<file path="src/rtl/pmc_acc_pkg.sv">
package pmc_acc_pkg;
  localparam int DATA_W   = 64;
  localparam int NARROW_W = 32;
  localparam int IDX_FAST  = 31;
  localparam int IDX_FIXED = 30;
  localparam int IDX_NUM_W = 30;

  typedef enum logic [1:0] {
    SP_NARROW = 2'd0,
    SP_WIDE   = 2'd1,
    SP_FIXED  = 2'd2,
    SP_INDEX  = 2'd3
  } acc_space_e;

  function automatic logic [DATA_W-1:0] width_mask(input int unsigned w);
    if (w >= DATA_W) return '1;
    return (64'd1 << w) - 64'd1;
  endfunction

  function automatic logic [DATA_W-1:0] narrow_shape(input logic [DATA_W-1:0] d,
                                                      input int unsigned w);
    logic [DATA_W-1:0] ext;
    ext = {{(DATA_W-NARROW_W){d[NARROW_W-1]}}, d[NARROW_W-1:0]};
    return ext & width_mask(w);
  endfunction

  function automatic logic exceeds_width(input logic [DATA_W-1:0] d,
                                         input int unsigned w);
    return (d & ~width_mask(w)) != '0;
  endfunction
endpackage

</file>
<file path="src/rtl/pmc_wr_shaper.sv">
module pmc_wr_shaper
  import pmc_acc_pkg::*;
#(
  parameter int GP_W  = 48,
  parameter int FIX_W = 40
) (
  input  acc_space_e        space,
  input  logic [DATA_W-1:0] wdata,
  output logic [DATA_W-1:0] shaped,
  output logic              width_fault
);
  always_comb begin
    shaped      = '0;
    width_fault = 1'b0;
    unique case (space)
      SP_NARROW: shaped = narrow_shape(wdata, GP_W);
      SP_WIDE: begin
        shaped      = wdata & width_mask(GP_W);
        width_fault = exceeds_width(wdata, GP_W);
      end
      SP_FIXED:  shaped = wdata & width_mask(FIX_W);
      default:   shaped = '0;
    endcase
  end
endmodule

</file>
<file path="src/rtl/pmc_idx_decoder.sv">
module pmc_idx_decoder
  import pmc_acc_pkg::*;
#(
  parameter int NUM_GP  = 4,
  parameter int NUM_FIX = 3
) (
  input  logic [31:0]          index,
  output logic                 is_fixed,
  output logic                 is_fast,
  output logic [IDX_NUM_W-1:0] num,
  output logic                 range_fault
);
  localparam logic [IDX_NUM_W-1:0] GP_LIMIT  = IDX_NUM_W'(NUM_GP);
  localparam logic [IDX_NUM_W-1:0] FIX_LIMIT = IDX_NUM_W'(NUM_FIX);

  always_comb begin
    is_fixed    = index[IDX_FIXED];
    is_fast     = index[IDX_FAST];
    num         = index[IDX_NUM_W-1:0];
    range_fault = is_fixed ? (num >= FIX_LIMIT) : (num >= GP_LIMIT);
  end
endmodule

</file>
<file path="src/rtl/pmc_bank.sv">
module pmc_bank
  import pmc_acc_pkg::*;
#(
  parameter int N = 4,
  parameter int W = 48
) (
  input  logic              clk,
  input  logic              rst_n,
  input  logic              wr_en,
  input  logic [31:0]       wr_sel,
  input  logic [DATA_W-1:0] wr_data,
  input  logic [31:0]       rd_sel,
  output logic [DATA_W-1:0] rd_data
);
  logic [W-1:0] q [N];
  logic [N-1:0] hit;

  for (genvar i = 0; i < N; i++) begin : g_ctr
    assign hit[i] = wr_en && (wr_sel == 32'(i));

    always_ff @(posedge clk) begin
      if (!rst_n)      q[i] <= '0;
      else if (hit[i]) q[i] <= wr_data[W-1:0];
    end

    p_write_lands_r2: assert property (@(posedge clk) disable iff (!rst_n)
      hit[i] |=> q[i] == $past(wr_data[W-1:0]));
    p_hold_unwritten_r3: assert property (@(posedge clk) disable iff (!rst_n)
      !hit[i] |=> $stable(q[i]));
  end

  always_comb begin
    rd_data = '0;
    for (int k = 0; k < N; k++)
      if (rd_sel == 32'(k)) rd_data = DATA_W'(q[k]);
  end

  p_one_target_r10: assert property (@(posedge clk) disable iff (!rst_n) $onehot0(hit));
endmodule

</file>
<file path="src/rtl/pmc_access_front.sv">
module pmc_access_front
  import pmc_acc_pkg::*;
#(
  parameter int NUM_GP  = 4,
  parameter int NUM_FIX = 3,
  parameter int GP_W    = 48,
  parameter int FIX_W   = 40
) (
  input  logic        clk,
  input  logic        rst_n,
  input  logic        req_valid,
  input  logic        req_write,
  input  logic [1:0]  req_space,
  input  logic [31:0] req_addr,
  input  logic [63:0] req_wdata,
  output logic        rsp_valid,
  output logic        rsp_fault,
  output logic [63:0] rsp_data
);
  localparam logic [31:0] GP_CNT  = 32'(NUM_GP);
  localparam logic [31:0] FIX_CNT = 32'(NUM_FIX);

  acc_space_e space;
  assign space = acc_space_e'(req_space);

  logic [DATA_W-1:0]    shaped;
  logic                 width_fault;
  logic                 idx_fixed, idx_fast, idx_range_fault;
  logic [IDX_NUM_W-1:0] idx_num;

  pmc_wr_shaper #(.GP_W(GP_W), .FIX_W(FIX_W)) u_shape (
    .space(space), .wdata(req_wdata), .shaped(shaped), .width_fault(width_fault));

  pmc_idx_decoder #(.NUM_GP(NUM_GP), .NUM_FIX(NUM_FIX)) u_idx (
    .index(req_addr), .is_fixed(idx_fixed), .is_fast(idx_fast),
    .num(idx_num), .range_fault(idx_range_fault));

  // Named request events
  logic is_index, tgt_fixed, fast_rd, addr_fault, acc_fault, gp_we, fix_we;
  logic [31:0] tgt_num;

  always_comb begin
    is_index  = (space == SP_INDEX);
    tgt_fixed = is_index ? idx_fixed : (space == SP_FIXED);
    tgt_num   = is_index ? 32'(idx_num) : req_addr;
    fast_rd   = is_index && idx_fast && !req_write;
    addr_fault = is_index ? (req_write || idx_range_fault)
                          : (tgt_fixed ? (req_addr >= FIX_CNT) : (req_addr >= GP_CNT));
    acc_fault = req_valid && (addr_fault ||
                (space == SP_WIDE && req_write && width_fault));
    gp_we  = req_valid && req_write && !acc_fault && !is_index && !tgt_fixed;
    fix_we = req_valid && req_write && !acc_fault && (space == SP_FIXED);
  end

  logic [DATA_W-1:0] gp_rd, fix_rd, sel_rd, rd_word;

  pmc_bank #(.N(NUM_GP), .W(GP_W)) u_gp (
    .clk(clk), .rst_n(rst_n), .wr_en(gp_we), .wr_sel(req_addr), .wr_data(shaped),
    .rd_sel(tgt_num), .rd_data(gp_rd));

  pmc_bank #(.N(NUM_FIX), .W(FIX_W)) u_fix (
    .clk(clk), .rst_n(rst_n), .wr_en(fix_we), .wr_sel(req_addr), .wr_data(shaped),
    .rd_sel(tgt_num), .rd_data(fix_rd));

  always_comb begin
    sel_rd  = tgt_fixed ? fix_rd : gp_rd;
    rd_word = fast_rd ? {{(DATA_W-NARROW_W){1'b0}}, sel_rd[NARROW_W-1:0]} : sel_rd;
    if (req_write || acc_fault) rd_word = '0;
  end

  always_ff @(posedge clk) begin
    if (!rst_n) begin
      rsp_valid <= 1'b0;
      rsp_fault <= 1'b0;
      rsp_data  <= '0;
    end else begin
      rsp_valid <= req_valid;
      rsp_fault <= acc_fault;
      rsp_data  <= req_valid ? rd_word : '0;
    end
  end

  p_rsp_follows_req_r10: assert property (@(posedge clk) disable iff (!rst_n)
    req_valid |=> rsp_valid);
  p_no_idle_rsp_r10: assert property (@(posedge clk) disable iff (!rst_n)
    !req_valid |=> !rsp_valid && !rsp_fault);
  p_fault_zero_data_r9: assert property (@(posedge clk) disable iff (!rst_n)
    rsp_fault |-> rsp_valid && rsp_data == '0);
  p_fast_upper_zero_r6: assert property (@(posedge clk) disable iff (!rst_n)
    fast_rd && req_valid |=> rsp_data[DATA_W-1:NARROW_W] == '0);
  p_wide_reject_r3: assert property (@(posedge clk) disable iff (!rst_n)
    req_valid && req_write && space == SP_WIDE && width_fault |=> rsp_fault);
  p_index_write_reject_r11: assert property (@(posedge clk) disable iff (!rst_n)
    req_valid && req_write && is_index |=> rsp_fault);
  p_gp_read_width_r4: assert property (@(posedge clk) disable iff (!rst_n)
    req_valid && !req_write && !tgt_fixed |=> (rsp_data & ~width_mask(GP_W)) == '0);
endmodule

</file>
<file path="config.mk">
export PLATFORM = sky130hd
export DESIGN_NAME = pmc_access_front
export DESIGN_NICKNAME = d
export VERILOG_FILES = /design/src/rtl/pmc_acc_pkg.sv /design/src/rtl/pmc_wr_shaper.sv /design/src/rtl/pmc_idx_decoder.sv /design/src/rtl/pmc_bank.sv /design/src/rtl/pmc_access_front.sv
export SDC_FILE = /design/constraint.sdc
export NUM_CORES = 1
export LEC_CHECK = 0
export ABC_AREA = 1
export BUFFER_PORTS_ARGS = -buffer_cell sky130_fd_sc_hd__buf_2
export CAP_MARGIN = 0
export CORE_MARGIN = 3
export CORE_UTILIZATION = 35
export DETAILED_ROUTE_END_ITERATION = 16
export GPL_ROUTABILITY_DRIVEN = 0
export GPL_TIMING_DRIVEN = 0
export SYNTH_ARGS = -nofsm -noshare
export SYNTH_HDL_FRONTEND = slang
export SYNTH_SLANG_ARGS = --single-unit
</file>
<file path="constraint.sdc">
create_clock -name clk -period 9.8 [get_ports clk]
set_clock_uncertainty 0.05 [all_clocks]
set_input_delay 0.49 -clock clk [delete_from_list [all_inputs] [get_ports clk]]
set_output_delay 0.49 -clock clk [all_outputs]
set_load 0.02 [all_outputs]
</file>
==> flow_metrics.env <==
export IMPL_power_switching_uw=741
export IMPL_cp_common_cell="nand2_1"
export IMPL_setup_tns_ps=0
export IMPL_hold_end="rsp_valid$_SDFF_PN0_"
export IMPL_grt_pass1_wl_mm=76.0
export IMPL_grt_usage=0.216
export IMPL_path_cells="buf_2, nor2_1, nand2_1, nor2_2, nand3_1, nor2_1, clkbuf_1, nand2_1, nand4_1, nand2_1, a21oi_1"
export IMPL_r2r_end="rsp_data[10]$_SDFF_PP0_"
export IMPL_drive_above_1_share=0.184
export IMPL_yosysSeqAreaShare=0.662
export IMPL_crit_arrival_ps=3380
export IMPL_power_mw=3.35
export IMPL_synth_ff_type="edfxtp_1"
export IMPL_via_per_inst=5.22
export IMPL_whs_ps=113
export IMPL_synth_seq_cells=362
export IMPL_worstPathRequired_ps=10170
export IMPL_min_delay_start="req_valid"
export IMPL_crit_fanout=10
export IMPL_yosysWarnings=0
export IMPL_fp_dieW_um=218
export IMPL_die_h_um=218
export IMPL_first_iter_violations=1366
export IMPL_slowest_stage="clkbuf_1"
export IMPL_rows=76
export IMPL_avgSynthCellArea_sq_um=9.99
export IMPL_synth_edf_count=312
export IMPL_wire_per_inst_um=21.7
export IMPL_critPathMaxStageDelay_ps=910
export IMPL_final_max_slew_viol_count=0
export IMPL_r2r_start="u_gp.q[0][10]$_SDFFCE_PN0P_"
export IMPL_final_common_cell="nor2_1"
export IMPL_grt_max_degree=21
export IMPL_routed_wl_mm=52.2
export IMPL_final_cell_mix="377 x nor2_1, 342 x nand2_1, 312 x edfxtp_1, 177 x buf_2, 143 x nand3_1"
export IMPL_design_area_sq_um=18900
export IMPL_multi_input_area_sq_um=4730
export IMPL_clk_latency_ps=560
export IMPL_ir_drop_mv=0.0955
export IMPL_async_flop_share=0
export IMPL_clkSinkCount=362
export IMPL_rr_worst_depth=8
export IMPL_hpwlAfterDp_mm=35.3
export IMPL_num_vias=12553
export IMPL_leakage_nw=7.23
export IMPL_antenna_found_initial=0
export IMPL_clock_tree_buffer_depth=3
export IMPL_io_buffers=150
export IMPL_power_density_nw_per_um2=177
export IMPL_synth_cell_types=31
export IMPL_cts_root_buf="clkbuf_16"
export IMPL_slew_headroom=0.151
export IMPL_ioPinCount=168
export IMPL_drcViolationCount=0
export IMPL_syn_area_sq_um=15700
export IMPL_path_class="in2reg"
export IMPL_regArea_sq_um=10400
export IMPL_numCtsBuffers=40
export IMPL_path_clk_slew_ps=60
export IMPL_grt_pass1_vias=12343
export IMPL_cts_tree="built"
export IMPL_die_area_sq_um=47400
export IMPL_fin_crit_ps=3010
export IMPL_cts_resized_gates=0
export IMPL_synth_cells=1569
export IMPL_swShare=0.221
export IMPL_dpl_cell_area_sq_um=17700
export IMPL_cts_setup_buffers=0
export IMPL_min_path_type="in2reg"
export IMPL_dpl_worst_slack_ps=6380
export IMPL_clkPwrFrac=0.429
export IMPL_htree_levels=2
export IMPL_initial_utilization=0.359
export IMPL_core_area_sq_um=43600
export IMPL_setup_viol=0
export IMPL_timing_final_crit_share=0.308
export IMPL_p_int_mw=2.61
export IMPL_p_seq_frac=0.523
export IMPL_ant_nets=0
export IMPL_status="complete, no violations"
export IMPL_nFillCells=4150
export IMPL_nNetsFinal=1892
export IMPL_hold_buffers=0
export IMPL_cp_end_kind="flop"
export IMPL_critPathLaunchType="primary input"
export IMPL_p_comb_frac=0.048
export IMPL_holdPathStages=3
export IMPL_startpoint="req_addr[8]"
export IMPL_reg2reg_slack_ps=8490
export IMPL_overflow=0
export IMPL_rsz0062_at_grt="false"
export IMPL_worstMarginPinSlew_ps=1270
export IMPL_timing_fmax_mhz=332
export IMPL_hold_viol=0
export IMPL_antenna_cells=0
export IMPL_drv_cap=0
export IMPL_syn2layout_area_growth_pct=20.6
export IMPL_drt_pass1_iterations=6
export IMPL_fin_ws_ps=6790
registers in the layout (all words and copies together) (netlist names):
signal and cells:
rsp_valid 1, u_fix.q 120, rsp_data 48, rsp_fault 1, u_gp.q 192
final cells by class:
type	count	share of cell area
plain buffers	110	0.0282
clock buffers	54	0.0595
clock inverters	17	0.00569
inverters	46	0.00913
multi-input cells	1066	0.250
flip-flops and latches	362	0.549
well taps	585	0.0387
repair buffers	164	0.0597
power groups by stage:
stage / Sequential [mW] / Clock (mW) / Combinational [mW]
final: 1.75 / 1.44 / 0.161
after global routing: 1.76 / 1.51 / 0.173
after CTS: 1.75 / 1.45 / 0.161
after detailed placement: 1.78 / 0 / 0.160
after global placement: 1.80 / 0 / 0.137
after floorplan: 1.79 / 0 / 0.0741
kinds of logic (layout without fill, tap and decap cells):
family,Yosys count,in the layout,share of synthesized area
AND/OR/NAND/NOR,959,959,0.259
flip-flops,362,362,0.662
buffers and inverters,156,391,0.0450
AO/OA/AOI/OAI,91,91,0.0338
other,1,16,0.000239
cells in the mapped netlist (2+ instances only):
cell type,count,share of area
edfxtp_1,312,0.60
buf_1,2,0.00048
buf_2,27,0.0086
nand2_1,342,0.082
o21ai_0,10,0.0032
nor2_2,26,0.010
clkbuf_1,60,0.014
dfxtp_1,50,0.064
nand2_2,3,0.0012
or2_0,7,0.0028
inv_1,40,0.0096
nand3_1,143,0.046
inv_2,5,0.0012
o211ai_1,20,0.0096
a211oi_1,8,0.0038
or2_2,17,0.0068
buf_4,19,0.0091
nor2_1,377,0.090
nor2_8,2,0.0026
buf_6,2,0.0014
nand4_1,37,0.015
a21oi_1,51,0.016
critical path: cells and delay by family:
family | cells | cell delay (ps)
simple gates | 8 | 1570
buf+inv | 2 | 1010
compound gates | 1 | 300
metrics by stage:
stage,util,instances
after floorplan,-,1584
after global placement,0.394,2319
after detailed placement,0.405,2333
after CTS,0.433,2404
after global routing,0.433,2404
final,0.433,2404
worst max path at each step:
| stage | end | slack [ps] | cells past startpoint |
|---|---|---|---|
| finish | rsp_data[8]$_SDFF_PP0_ | 6790 | 11 |
| global route | rsp_data[8]$_SDFF_PP0_ | 6650 | 11 |
| CTS | rsp_data[8]$_SDFF_PP0_ | 6920 | 11 |
| detailed placement | rsp_data[8]$_SDFF_PP0_ | 6380 | 11 |
| global placement | u_gp.q[2][34]$_SDFFCE_PN0P_ | 840 | 11 |
| floorplan | u_gp.q[0][0]$_SDFFCE_PN0P_ | 4380 | 8 |
layer usage:
metal | global-route usage | part of all wire | vias to the layer above
li1 | - | - | 5686
met1 | 0.279 | 0.38 | 6013
met2 | 0.358 | 0.47 | 704
met3 | 0.0373 | 0.098 | 150
met4 | 0.0992 | 0.044 | 0
met5 | 0 | 0 | -
Note: power is estimated with default switching activity, not from simulation.
